===== src/rtl/rxd_pkg.sv =====
package rxd_pkg;
    localparam int WORD_BYTES  = 4;
    localparam int DESC_STRIDE = 8;
    localparam int LEN_W       = 14;
    localparam int OWN_BIT     = 0;
    localparam int WRAP_BIT    = 1;
    localparam int SOF_BIT     = 14;
    localparam int EOF_BIT     = 15;

    typedef enum logic [2:0] {
        S_IDLE,
        S_FETCH,
        S_CHECK,
        S_FILL,
        S_PUT_DATA,
        S_PUT_STAT,
        S_PUT_OWN,
        S_DROP
    } rxd_state_e;
endpackage


===== src/rtl/rxd_byte_packer.sv =====
module rxd_byte_packer #(
    parameter int WORD_BYTES = 4,
    localparam int LANE_W = $clog2(WORD_BYTES)
) (
    input  logic                    clk,
    input  logic                    rst_n,
    input  logic                    clr,
    input  logic                    take,
    input  logic [7:0]              byte_in,
    output logic [8*WORD_BYTES-1:0] word_q,
    output logic [WORD_BYTES-1:0]   be_q,
    output logic [LANE_W-1:0]       lane_q
);
    always_ff @(posedge clk or negedge rst_n) begin
        if (!rst_n) begin
            word_q <= '0;
            be_q   <= '0;
            lane_q <= '0;
        end else if (clr) begin
            word_q <= '0;
            be_q   <= '0;
            lane_q <= '0;
        end else if (take) begin
            word_q[8*lane_q +: 8] <= byte_in;
            be_q[lane_q]          <= 1'b1;
            lane_q                <= lane_q + 1'b1;
        end
    end
endmodule


===== src/rtl/rxd_ring_ptr.sv =====
module rxd_ring_ptr #(
    parameter int STRIDE = 8
) (
    input  logic        clk,
    input  logic        rst_n,
    input  logic        reload,
    input  logic        advance,
    input  logic        wrap,
    input  logic [31:0] base,
    output logic [31:0] ptr
);
    always_ff @(posedge clk or negedge rst_n) begin
        if (!rst_n) begin
            ptr <= '0;
        end else if (reload) begin
            ptr <= base;
        end else if (advance) begin
            ptr <= wrap ? base : ptr + 32'(STRIDE);
        end
    end
endmodule


===== src/rtl/rxd_ring_writer.sv =====
module rxd_ring_writer
    import rxd_pkg::*;
#(
    parameter int BUF_BYTES = 1536
) (
    input  logic        clk,
    input  logic        rst_n,
    input  logic        rx_en,
    input  logic [31:0] ring_base,
    input  logic        in_valid,
    input  logic [7:0]  in_data,
    input  logic        in_last,
    output logic        in_ready,
    output logic        mem_rd,
    output logic        mem_we,
    output logic [31:0] mem_addr,
    output logic [31:0] mem_wdata,
    output logic [3:0]  mem_be,
    input  logic [31:0] mem_rd_data,
    output logic        buf_unavail,
    input  logic        buf_unavail_clr
);
    localparam int CNT_W = $clog2(BUF_BYTES + 1);
    localparam logic [CNT_W-1:0] BUF_FULL = CNT_W'(BUF_BYTES);
    localparam int LANE_W = $clog2(WORD_BYTES);

    rxd_state_e state, state_nx;

    logic [31:0]      buf_addr;
    logic             wrap_q;
    logic [CNT_W-1:0] byte_cnt;
    logic             first_q;
    logic             last_q;
    logic [31:0]      desc_ptr;
    logic [31:0]      word_q;
    logic [3:0]       be_q;
    logic [LANE_W-1:0] lane_q;
    logic             accept;
    logic             go;
    logic [CNT_W-1:0] last_idx;
    logic [31:0]      data_addr;
    logic [31:0]      stat_word;

    assign accept   = (state == S_FILL) && in_valid;
    assign go       = rx_en && in_valid;
    assign last_idx = byte_cnt - 1'b1;
    assign data_addr = buf_addr + 32'({last_idx[CNT_W-1:2], 2'b00});

    always_comb begin
        stat_word = '0;
        stat_word[LEN_W-1:0] = LEN_W'(byte_cnt);
        stat_word[SOF_BIT]   = first_q;
        stat_word[EOF_BIT]   = last_q;
    end

    rxd_byte_packer #(.WORD_BYTES(WORD_BYTES)) u_pack (
        .clk     (clk),
        .rst_n   (rst_n),
        .clr     (state == S_PUT_DATA),
        .take    (accept),
        .byte_in (in_data),
        .word_q  (word_q),
        .be_q    (be_q),
        .lane_q  (lane_q)
    );

    rxd_ring_ptr #(.STRIDE(DESC_STRIDE)) u_ptr (
        .clk     (clk),
        .rst_n   (rst_n),
        .reload  ((state == S_IDLE) && !rx_en),
        .advance (state == S_PUT_OWN),
        .wrap    (wrap_q),
        .base    (ring_base),
        .ptr     (desc_ptr)
    );

    always_ff @(posedge clk or negedge rst_n) begin
        if (!rst_n) state <= S_IDLE;
        else        state <= state_nx;
    end

    always_comb begin
        state_nx = state;
        unique case (state)
            S_IDLE:     if (go) state_nx = S_FETCH;
            S_FETCH:    state_nx = S_CHECK;
            S_CHECK:    state_nx = mem_rd_data[OWN_BIT] ? S_DROP : S_FILL;
            S_FILL:     if (accept && (lane_q == LANE_W'(WORD_BYTES - 1) || in_last))
                            state_nx = S_PUT_DATA;
            S_PUT_DATA: state_nx = (last_q || byte_cnt == BUF_FULL) ? S_PUT_STAT : S_FILL;
            S_PUT_STAT: state_nx = S_PUT_OWN;
            S_PUT_OWN:  state_nx = last_q ? S_IDLE : S_FETCH;
            S_DROP:     if (in_valid && in_last) state_nx = S_IDLE;
            default:    state_nx = S_IDLE;
        endcase
    end

    always_ff @(posedge clk or negedge rst_n) begin
        if (!rst_n) begin
            buf_addr    <= '0;
            wrap_q      <= 1'b0;
            byte_cnt    <= '0;
            first_q     <= 1'b0;
            last_q      <= 1'b0;
            buf_unavail <= 1'b0;
        end else begin
            if (buf_unavail_clr) buf_unavail <= 1'b0;
            unique case (state)
                S_IDLE: if (go) begin
                    first_q <= 1'b1;
                    last_q  <= 1'b0;
                end
                S_CHECK: begin
                    if (mem_rd_data[OWN_BIT]) begin
                        buf_unavail <= 1'b1;
                    end else begin
                        buf_addr <= {mem_rd_data[31:2], 2'b00};
                        wrap_q   <= mem_rd_data[WRAP_BIT];
                        byte_cnt <= '0;
                    end
                end
                S_FILL: if (accept) begin
                    byte_cnt <= byte_cnt + 1'b1;
                    last_q   <= in_last;
                end
                S_PUT_OWN: first_q <= 1'b0;
                default: ;
            endcase
        end
    end

    always_comb begin
        in_ready  = 1'b0;
        mem_rd    = 1'b0;
        mem_we    = 1'b0;
        mem_addr  = '0;
        mem_wdata = '0;
        mem_be    = '0;
        unique case (state)
            S_FETCH: begin
                mem_rd   = 1'b1;
                mem_addr = desc_ptr;
            end
            S_FILL, S_DROP: in_ready = 1'b1;
            S_PUT_DATA: begin
                mem_we    = 1'b1;
                mem_addr  = data_addr;
                mem_wdata = word_q;
                mem_be    = be_q;
            end
            S_PUT_STAT: begin
                mem_we    = 1'b1;
                mem_addr  = desc_ptr + 32'd4;
                mem_wdata = stat_word;
                mem_be    = 4'hF;
            end
            S_PUT_OWN: begin
                mem_we    = 1'b1;
                mem_addr  = desc_ptr;
                mem_wdata = {buf_addr[31:2], wrap_q, 1'b1};
                mem_be    = 4'hF;
            end
            default: ;
        endcase
    end
endmodule


===== config.mk =====
export PLATFORM = sky130hd
export DESIGN_NAME = rxd_ring_writer
export DESIGN_NICKNAME = d
export VERILOG_FILES = /design/src/rtl/rxd_pkg.sv /design/src/rtl/rxd_byte_packer.sv /design/src/rtl/rxd_ring_ptr.sv /design/src/rtl/rxd_ring_writer.sv
export SDC_FILE = /design/constraint.sdc
export NUM_CORES = 1
export LEC_CHECK = 0
export ABC_AREA = 1
export CAP_MARGIN = 40
export CELL_PAD_IN_SITES_DETAIL_PLACEMENT = 1
export CELL_PAD_IN_SITES_GLOBAL_PLACEMENT = 1
export CORE_MARGIN = 5
export CORE_UTILIZATION = 35
export DETAILED_ROUTE_END_ITERATION = 8
export PLACE_DENSITY_LB_ADDON = 0.1
export SKIP_CTS_REPAIR_TIMING = 1
export SYNTH_ARGS = -nofsm -noshare
export SYNTH_HDL_FRONTEND = slang
export SYNTH_HIERARCHICAL = 1
export SYNTH_SLANG_ARGS = --single-unit

===== constraint.sdc =====
create_clock -name clk -period 3.23 [get_ports clk]
set_clock_uncertainty 0.2 [all_clocks]
set_input_delay 0.646 -clock clk [delete_from_list [all_inputs] [get_ports clk]]
set_output_delay 0.646 -clock clk [all_outputs]
set_load 0.01 [all_outputs]

==> key figures, run 1 <==
Die
  – Row count: 61
  – Count of pins on the block boundary: 150
  – Die Width: 176.9 um
  – Die height: 176.9 um
  – Floorplan Core Area: 27,630 um2
  – Effective utilization at floorplan: 0.3530
  – Total Die Area: 31,300 um2

Final layout
  – Antenna diodes: 0
  – Area Overhead vs Synth: 40.44%
  – Ratio of cells with drive above 1 in the final layout: 0.1908
  – Fin util: 0.4957
  – Commonest non-fill, non-tap cells in the layout: sky130_fd_sc_hd__nand2_1, sky130_fd_sc_hd__nor2_1, sky130_fd_sc_hd__inv_1
  – Most common cell after layout, fill and taps aside: sky130_fd_sc_hd__nand2_1
  – Reg area: 2958 um2
  – Multi-input logic area: 6334 um2
  – Final #Nets: 1,957
  – Number of fillers in the final layout: 3,669

Flow run
  – Maximum capacitance violations: 0

Global route
  – Largest net degree at the start of global routing: 78
  – Total track usage: 0.2585
  – Vias in the first global route: 12,020
  – Initial antenna violation count: 0
  – Residual overflow from global routing: 0
  – Global-route wire length before repair: 64,070 um

Routing
  – Vias per inst: 5.155
  – Met3 Routed Length: 1753 um
  – Met1 WL: 18,430 um
  – First-pass detailed-route iteration total: 5
  – Detailed Route Iter0 Violations: 594
  – Wire length per cell after detailed routing: 18.54 um
  – Total number of vias: 11,590
  – Remaining number of nets flagged by the antenna check after routing: 0
  – Met2 wire len: 20,840 um
  – Detailed-route DRC error count: 0
  – Total detailed-routing wirelength: 41,690 um
  – Uppermost metal layer occupied by signal nets: met4

Worst setup path
  – Critical path's slowest cell: sky130_fd_sc_hd__dfrtp_1
  – Critical path data arrival time: 3180 ps
  – Type of element capturing the critical path: primary output
  – Data required time at the worst endpoint: 2380 ps
  – Highest net fanout along the worst path: 3
  – Type of the worst setup path: register to primary output
  – Critical Path Max Stage Delay: 390 ps
  – Critical path's top delay family: simple AND/OR/NAND/NOR gates
  – Element type at the critical path start: register
  – Crit path buffers/inverters: 6
  – Worst path cell trace: inv_2, buf_4, nand3_4, nor4_4, nand3_1, xor2_1, ha_1, buf_4, nand2_4, inv_1, a21oi_2, buf_4, nor2_1, nand2_1, nand3_1, nand3_1, nand2_1, buf_2

Placement
  – Sum of net half-perimeters after detailed placement: 32,030 um
  – GP Congestion: 0.9056
  – Port-buffer cells: 149

Clock network
  – Clock transition at the register clock pins on the worst setup and hold paths after CTS: 70 ps
  – Clock latency on the worst-skew pair: 430 ps
  – CTS buffer count: 17
  – Clock root cell: sky130_fd_sc_hd__clkbuf_16
  – Clock tree from TritonCTS: built
  – Number of H-tree branching levels: 4
  – Maximum buffer depth of the clock tree: 2
  – Clock net sink count: 118

Synthesis
  – Post-synthesis net count: 1,687
  – Mapped cell area: 9752 um2
  – Sequential fraction of the synthesis area: 0.3028
  – Synth Instances: 1,588
  – Average cell area after synthesis: 6.141 um2
  – Count of state elements after synthesis: 118
  – Yosys Warn Count: 6
  – Cell variety after synth: 51

Timing
  – Post-route worst setup slack: -800.5 ps
  – Final Hold Viols: 0
  – Slew @ Worst Pin: 549.6 ps
  – Maximum clock frequency: 248.1 MHz
  – Final Hold Slack: 285.0 ps
  – Normalized max-slew margin: 0.6332
  – Final number of setup-violating endpoints: 29
  – RSZ-0062 raised after global routing: true
  – Fin crit share: 1.248
  – Final number of max-transition violations: 0
  – Time the final worst path needs with I/O delays and setup: 4030 ps

Power and ir drop
  – Static Leak: 7.195 nW
  – PD cells: 1007 nW/um2
  – Peak VDD IR: 0.5224 mV
  – Overall Power: 13.80 mW

Outcome
  – Violated checks: setup timing
  – Status: complete, but fails checks

Hold path
  – Hold WC Path Type: register to register
## kinds of logic after synthesis
group                      Yosys count  share of synthesized area
buffers and inverters              213                    0.09007
adders and majority gates           21                    0.02771
xor gates and xnor gates            14                    0.01257
and+or+nand+nor                   1058                     0.4693
AOI/OAI and AO/OA                  164                    0.09751
DFF                                118                     0.3028
## stage by stage
step	instances	cell area, um2	setup WS [ps]	setup TNS [ps]
after floorplan	1588	9773	24.65	0
after global placement	2194	12450	-838.8	-18160
after detailed placement	2194	12450	-875.7	-19230
after CTS	2226	13050	-1377	-39110
after global routing	2249	13700	-991.7	-24240
final	2249	13700	-800.5	-18920
## registers in the layout (all words and copies together) (netlist names)
name and count:
buf_addr 30, buf_unavail 1, byte_cnt 11, first_q 1, last_q 1, state 3, u_pack/be_q 4, u_pack/lane_q 2
u_pack/word_q 32, u_ptr/ptr 32, wrap_q 1
## final timing paths
kind	startpoint	to	cells past startpoint	slack [ps]
max in group asynchronous	rst_n	buf_addr[29]	3	1620
min	u_ptr/ptr[1]	u_ptr/ptr[1]	2	290
min reg2reg	u_ptr/ptr[1]	u_ptr/ptr[1]	2	290
max reg2reg	state[2]	u_ptr/ptr[3]	9	720
max	byte_cnt[0]	mem_addr[23]	18	-800
min in group asynchronous	rst_n	state[0]	2	450
## metal layers
layer | vias up | global-route usage
li1 | 5591 | -
met5 | - | 0
met4 | 0 | 0.05964
met1 | 5691 | 0.3340
met2 | 269 | 0.4582
met3 | 42 | 0.03653
## power by group
part	total (mW)	internal, mW	switching, mW
Combinational	9.04	3.72	5.32
Clock	2.01	1.16	0.851
Sequential	2.75	2.00	0.749
## cell type report
cell class | count | share of cell area
repair buffers | 288 | 0.1947
multi-input cells | 1257 | 0.4625
flip-flops and latches | 118 | 0.2160
well taps | 378 | 0.03453
inverters | 176 | 0.04888
clock inverters | 14 | 0.01215
clock buffers | 18 | 0.03134
## cells in the mapped netlist (all sizes together)
master	number	share of area
a22o	1	0.00090
and2	2	0.0013
nor4	2	0.0013
xor2	11	0.0099
buf	30	0.019
nor3	15	0.0089
dfrtp	118	0.30
nor3b	1	0.00077
nand2	647	0.26
a31o	1	0.00090
ha	20	0.026
nand3	163	0.085
fa	1	0.0021
xnor2	3	0.0027
or2	6	0.0038
o221ai	3	0.0027
o211ai	17	0.013
nor2	203	0.097
nand3b	5	0.0042
a21boi	2	0.0015
o21bai	3	0.0027
o22ai	4	0.0026
a21o	1	0.00077
a21oi	31	0.016
o21ai	86	0.045
clkbuf	7	0.0027
nand4	14	0.0090
inv	174	0.068
clkinv	2	0.00090
o31ai	1	0.00077
a22oi	14	0.011
## tightest hold or removal path, stage by stage (launching register included)
cell and delay [ps]:
sky130_fd_sc_hd__dfrtp_1 340, sky130_fd_sc_hd__nand2_1 50, sky130_fd_sc_hd__nand2_1 60
No activity file was read; power rests on OpenSTA's default activity.
==> run 2, diff against run 1 <==
--- a/config.mk
+++ b/config.mk
@@ -14,6 +14,7 @@
 export DETAILED_ROUTE_END_ITERATION = 8
 export PLACE_DENSITY_LB_ADDON = 0.1
 export SKIP_CTS_REPAIR_TIMING = 1
+export SLEW_MARGIN = 20
 export SYNTH_ARGS = -nofsm -noshare
 export SYNTH_HDL_FRONTEND = slang
 export SYNTH_HIERARCHICAL = 1
==> results of run 2 <==
Final layout, timing and power as in run 1 (identical DEF).
